<file path="src/rtl/utx_master.sv">
module utx_master #(
  parameter int NS = 4,
  parameter int AW = 5,
  parameter int DW = 8,
  parameter int CELL_BYTES = 53,
  localparam int SW = $clog2(NS),
  localparam int CW = $clog2(CELL_BYTES)
) (
  input  logic             clk,
  input  logic             rst_n,
  input  logic [NS*AW-1:0] slot_addr,
  input  logic [NS-1:0]    slot_en,
  input  logic             src_valid,
  input  logic [SW-1:0]    src_dest,
  input  logic [DW-1:0]    src_data,
  output logic             src_ready,
  output logic             txen_n,
  output logic             tx_soc,
  output logic [DW-1:0]    tx_data,
  output logic [AW-1:0]    tx_addr,
  input  logic             tx_clav
);
  localparam logic [AW-1:0] NULL_ADDR = '1;
  localparam logic [CW-1:0] LAST = CW'(CELL_BYTES - 1);

  typedef enum logic [1:0] {S_POLL, S_SEL, S_XFER} st_t;
  st_t st;

  logic [SW-1:0] rr, nxt, sel, p0_slot, p1_slot;
  logic          p0_v, p1_v, any_en, go;
  logic [NS-1:0] avail;
  logic [CW-1:0] cnt;

  assign any_en = |slot_en;
  assign go = (st == S_POLL) && src_valid && slot_en[src_dest] && avail[src_dest];
  assign src_ready = (st == S_SEL) || (st == S_XFER && cnt != LAST);

  always_comb begin
    logic found;
    found = 1'b0;
    nxt = rr;
    for (int i = 1; i <= NS; i++) begin
      if (!found && slot_en[(int'(rr) + i) % NS]) begin
        nxt = SW'((int'(rr) + i) % NS);
        found = 1'b1;
      end
    end
  end

  always_ff @(posedge clk or negedge rst_n) begin
    if (!rst_n) begin
      st <= S_POLL;
      rr <= SW'(NS - 1);
      sel <= '0;
      p0_slot <= '0;
      p1_slot <= '0;
      p0_v <= 1'b0;
      p1_v <= 1'b0;
      avail <= '0;
      cnt <= '0;
      txen_n <= 1'b1;
      tx_soc <= 1'b0;
      tx_data <= '0;
      tx_addr <= NULL_ADDR;
    end else begin
      p1_slot <= p0_slot;
      p1_v <= p0_v;
      p0_v <= 1'b0;
      if (p1_v) avail[p1_slot] <= tx_clav;
      case (st)
        S_POLL: begin
          if (go) begin
            st <= S_SEL;
            sel <= src_dest;
            tx_addr <= slot_addr[src_dest*AW +: AW];
          end else if (any_en) begin
            rr <= nxt;
            p0_slot <= nxt;
            p0_v <= 1'b1;
            tx_addr <= slot_addr[nxt*AW +: AW];
          end else begin
            tx_addr <= NULL_ADDR;
          end
        end
        S_SEL: begin
          st <= S_XFER;
          cnt <= '0;
          txen_n <= 1'b0;
          tx_soc <= 1'b1;
          tx_data <= src_data;
          tx_addr <= NULL_ADDR;
        end
        default: begin
          tx_soc <= 1'b0;
          if (cnt == LAST) begin
            st <= S_POLL;
            txen_n <= 1'b1;
            avail[sel] <= 1'b0;
          end else begin
            cnt <= cnt + 1'b1;
            tx_data <= src_data;
          end
        end
      endcase
    end
  end
endmodule


</file>
<file path="config.mk">
export PLATFORM = sky130hd
export DESIGN_NAME = utx_master
export DESIGN_NICKNAME = d
export VERILOG_FILES = /design/src/rtl/utx_master.sv
export SDC_FILE = /design/constraint.sdc
export NUM_CORES = 1
export LEC_CHECK = 0
export CORE_MARGIN = 2
export CORE_UTILIZATION = 30
export DETAILED_ROUTE_END_ITERATION = 7
export PLACE_DENSITY = 0.58
export SETUP_SLACK_MARGIN = 0.2
export SYNTH_ARGS = -nofsm -noshare
export SYNTH_HDL_FRONTEND = slang
export SYNTH_SLANG_ARGS = --single-unit
</file>
<file path="constraint.sdc">
create_clock -name clk -period 1.8 [get_ports clk]
set_input_delay 0.36 -clock clk [delete_from_list [all_inputs] [get_ports clk]]
set_output_delay 0.36 -clock clk [all_outputs]
set_load 0.005 [all_outputs]
</file>
==> flow_metrics.env <==
export IMPL_powerDensity_mw_per_mm2=520.2
export IMPL_drive_above_1_share=0.4515
export IMPL_synth_top_family_by_area="multiplexers"
export IMPL_io_pins=54
export IMPL_grt_pass1_vias=1713
export IMPL_cp_arrival_ns=2.11
export IMPL_htreeDepth=2
export IMPL_setup_viol=10
export IMPL_syn_avg_cell_area_um2=12.16
export IMPL_diodes=0
export IMPL_drt_total_wl_um=5279
export IMPL_period_minus_slack_ns=1.924
export IMPL_yosys_area_top_type="dfrtp_1"
export IMPL_n_fill_cell=550
export IMPL_worstSetupEndpointType="register"
export IMPL_dpl_cell_area_mm2=0.002795
export IMPL_cts_sinks=37
export IMPL_dpl_hpwl_um=3597
export IMPL_die_h_um=85.54
export IMPL_skew_ns=0.007308
export IMPL_cts_buffers=5
export IMPL_internal_power_mw=1.299
export IMPL_max_slew_margin=0.7214
export IMPL_p_switching_uw=422.5
export IMPL_clk_latency_ns=0.30
export IMPL_rows=29
export IMPL_critPathMaxFanout=6
export IMPL_viasPerCell=4.913
export IMPL_drt_iter0_drc=53
export IMPL_portBuffers=53
export IMPL_holdWs_ns=0.3545
export IMPL_clk_pin_slew_ns=0.08
export IMPL_finalNetCount=307
export IMPL_die_area_mm2=0.007316
export IMPL_hold_class="reg2reg"
export IMPL_finalCritPeriodShare=1.069
export IMPL_clockRootBuffer="clkbuf_8"
export IMPL_synth_nets=204
export IMPL_grt_first_pass_wirelength_um=8507
export IMPL_synth_top_cells_by_area="dfrtp_1 (36%), dfstp_2 (11%), mux2i_1 (7.0%), mux2_1 (5.1%), a221oi_2 (3.8%)"
export IMPL_synth_cell_area_mm2=0.001994
export IMPL_pwr_share_clk=0.333
export IMPL_synthArstFlopShare=1.000
export IMPL_cts_tree="done"
export IMPL_crit_start="cnt[1]"
export IMPL_netSwitchingFraction=0.2454
export IMPL_first_pass_iters=6
export IMPL_p_leak_nw=1.384
export IMPL_run_status="finished with violations"
export IMPL_seqPwrFrac=0.492
export IMPL_synthTopCellsByCount="dfrtp_1 (29), mux2i_1 (14), nor2_1 (10)"
export IMPL_antenna_found_initial=0
export IMPL_grt_setup_unrepaired="true"
export IMPL_ir_drop_mv=0.3596
export IMPL_antenna_left=0
export IMPL_finalMaxSlewViolations=0
export IMPL_postLayoutCoreUtil=0.5182
export IMPL_synth_compound_gate_area_share=0.1706
export IMPL_synth_fa_ha_area_frac=0.01255
export IMPL_synth_mux_area_frac=0.1813
export IMPL_cap_violations=0
export IMPL_tns_ns=-0.7498
export IMPL_yosysSeqAreaShare=0.4693
export IMPL_synthFlopType="dfrtp_1"
export IMPL_min_from="p0_v"
export IMPL_grtUsageTotal=0.1522
export IMPL_hold_viol_final=0
export IMPL_violations="setup timing"
export IMPL_yosys_area_top_type_share=0.3639
export IMPL_synthDistinctLibCells=49
export IMPL_start_util=0.3123
export IMPL_wire_per_inst_um=15.30
export IMPL_crit_type="reg2reg"
export IMPL_syn_to_final_growth_pct=65.93
export IMPL_required_ns=1.98
export IMPL_synth_xor_area_share=0.01317
export IMPL_yosysWarnings=0
export IMPL_core_mm2=0.006386
export IMPL_fin_area_mm2=0.003309
export IMPL_combPwrFrac=0.174
export IMPL_die_w_um=85.54
export IMPL_start_kind="register"
export IMPL_cts_buffer_depth=2
export IMPL_setup_ws_ns=-0.1237
export IMPL_synth_simple_area_share=0.1123
export IMPL_syn_inst=164
export IMPL_synthMostInstantiatedCell="dfrtp_1"
export IMPL_overflow=0
export IMPL_tightest_slew_ns=0.4151
export IMPL_fmax_mhz=519.8
export IMPL_synth_edf_count=0
export IMPL_ys_seq_elements=37
export IMPL_grt_max_degree=33
export IMPL_gp_congestion=0.8164
export IMPL_r2r_start="cnt[1]"
export IMPL_drc=0
export IMPL_vias=1695
power by group through the flow:
stage	Clock, mW	Sequential (mW)	Combinational [mW]
3_5_place_dp	0	0.863	0.251
3_3_place_gp	0	0.863	0.250
4_1_cts	0.599	0.847	0.291
2_1_floorplan	0	0.863	0.0914
6_report	0.574	0.847	0.300
5_1_grt	0.645	0.849	0.320
per-stage QoR:
step	std cells	power [mW]	setup WS (ns)
finish	345	1.721	-0.1237
global route	345	1.814	-0.1764
CTS	335	1.737	-0.1423
detailed placement	313	1.114	-0.3709
global placement	313	1.113	-0.3354
floorplan	164	0.9546	0.07266
critical path: stages (launching register included):
cell     delay (ns)
dfrtp_1        0.37
inv_2          0.06
ha_4           0.15
nand4_1        0.14
nor3_4         0.05
buf_4          0.14
buf_6          0.10
or2_4          0.25
buf_6          0.12
buf_12         0.13
mux2_4         0.30
registers in the layout, indices dropped and copies added, names as in the netlist:
register and cells:
p1_slot 2, p0_v 1, tx_data 8, tx_soc 1
avail 4, p1_v 1, tx_addr 5, rr 2
txen_n 1, p0_slot 2, st 2, sel 2
cnt 6
per-layer routing:
layer	vias up	GRT usage	part of all wire
met1	825	0.2137	0.47
met3	6	0.03946	0.055
li1	820	-	-
met2	44	0.2230	0.46
met5	-	0	0
met4	0	0.06494	0.019
what timing repair did:
item | 4_1_cts | 5_1_grt
hold endpoints to repair | 4 | 0
setup endpoints to repair | 30 | 30
pin swaps | 9 | 13
hold buffers | 1 | 0
gates cloned | 2 | 0
setup buffers | 11 | 10
resized for setup | 47 | 24
logic make-up (layout without fill, tap and decap cells):
logic type	count (synthesis)	in the layout
buffers and inverters	15	119
adders and majority gates	2	2
DFF	37	37
xor gates and xnor gates	3	3
muxes	28	28
and+or+nand+nor	39	39
AOI/OAI and AO/OA	40	40
cell type report:
| type | count | area [um2] | area share |
|---|---|---|---|
| multi-input combinational | 112 | 1159 | 0.3501 |
| timing repair buffer | 101 | 991.0 | 0.2994 |
| sequential | 37 | 937.1 | 0.2832 |
| tap | 77 | 96.34 | 0.02911 |
| clock buffer | 5 | 68.82 | 0.02079 |
| inverter | 10 | 40.04 | 0.01210 |
| clock inverter | 3 | 17.52 | 0.005293 |
path summary, 6_finish.rpt:
kind / to / slack, ns / cells after the start
worst max-delay path: tx_data[3] / -0.12 / 10
worst min-delay path: p1_v / 0.35 / 0
worst max register to register: tx_data[3] / -0.12 / 10
worst min register to register: p1_v / 0.35 / 0
max in group asynchronous: tx_addr[0] / 0.89 / 3
min in group asynchronous: cnt[1] / 0.42 / 2
cell usage in the layout (no fill, tap or decap), types with 3 or more instances in the layout:
cell type / Yosys / final
mux4_4: 3 / 3
mux2i_2: 0 / 5
buf_6: 1 / 12
o21ai_1: 7 / 6
clkbuf_8: 0 / 5
buf_12: 0 / 3
nand2_1: 9 / 8
nor2_4: 1 / 3
dfstp_2: 8 / 8
dlygate4sd2_1: 0 / 12
inv_2: 3 / 4
buf_4: 1 / 30
clkdlybuf4s50_1: 0 / 39
mux2i_1: 14 / 8
nor2_1: 10 / 8
dfrtp_1: 29 / 28
nand3_1: 4 / 4
inv_1: 7 / 5
mux2_4: 0 / 8
o22ai_1: 6 / 5
a221oi_2: 5 / 5
a31oi_1: 4 / 3
a21oi_2: 1 / 3
No activity file was read; power rests on OpenSTA's default activity.
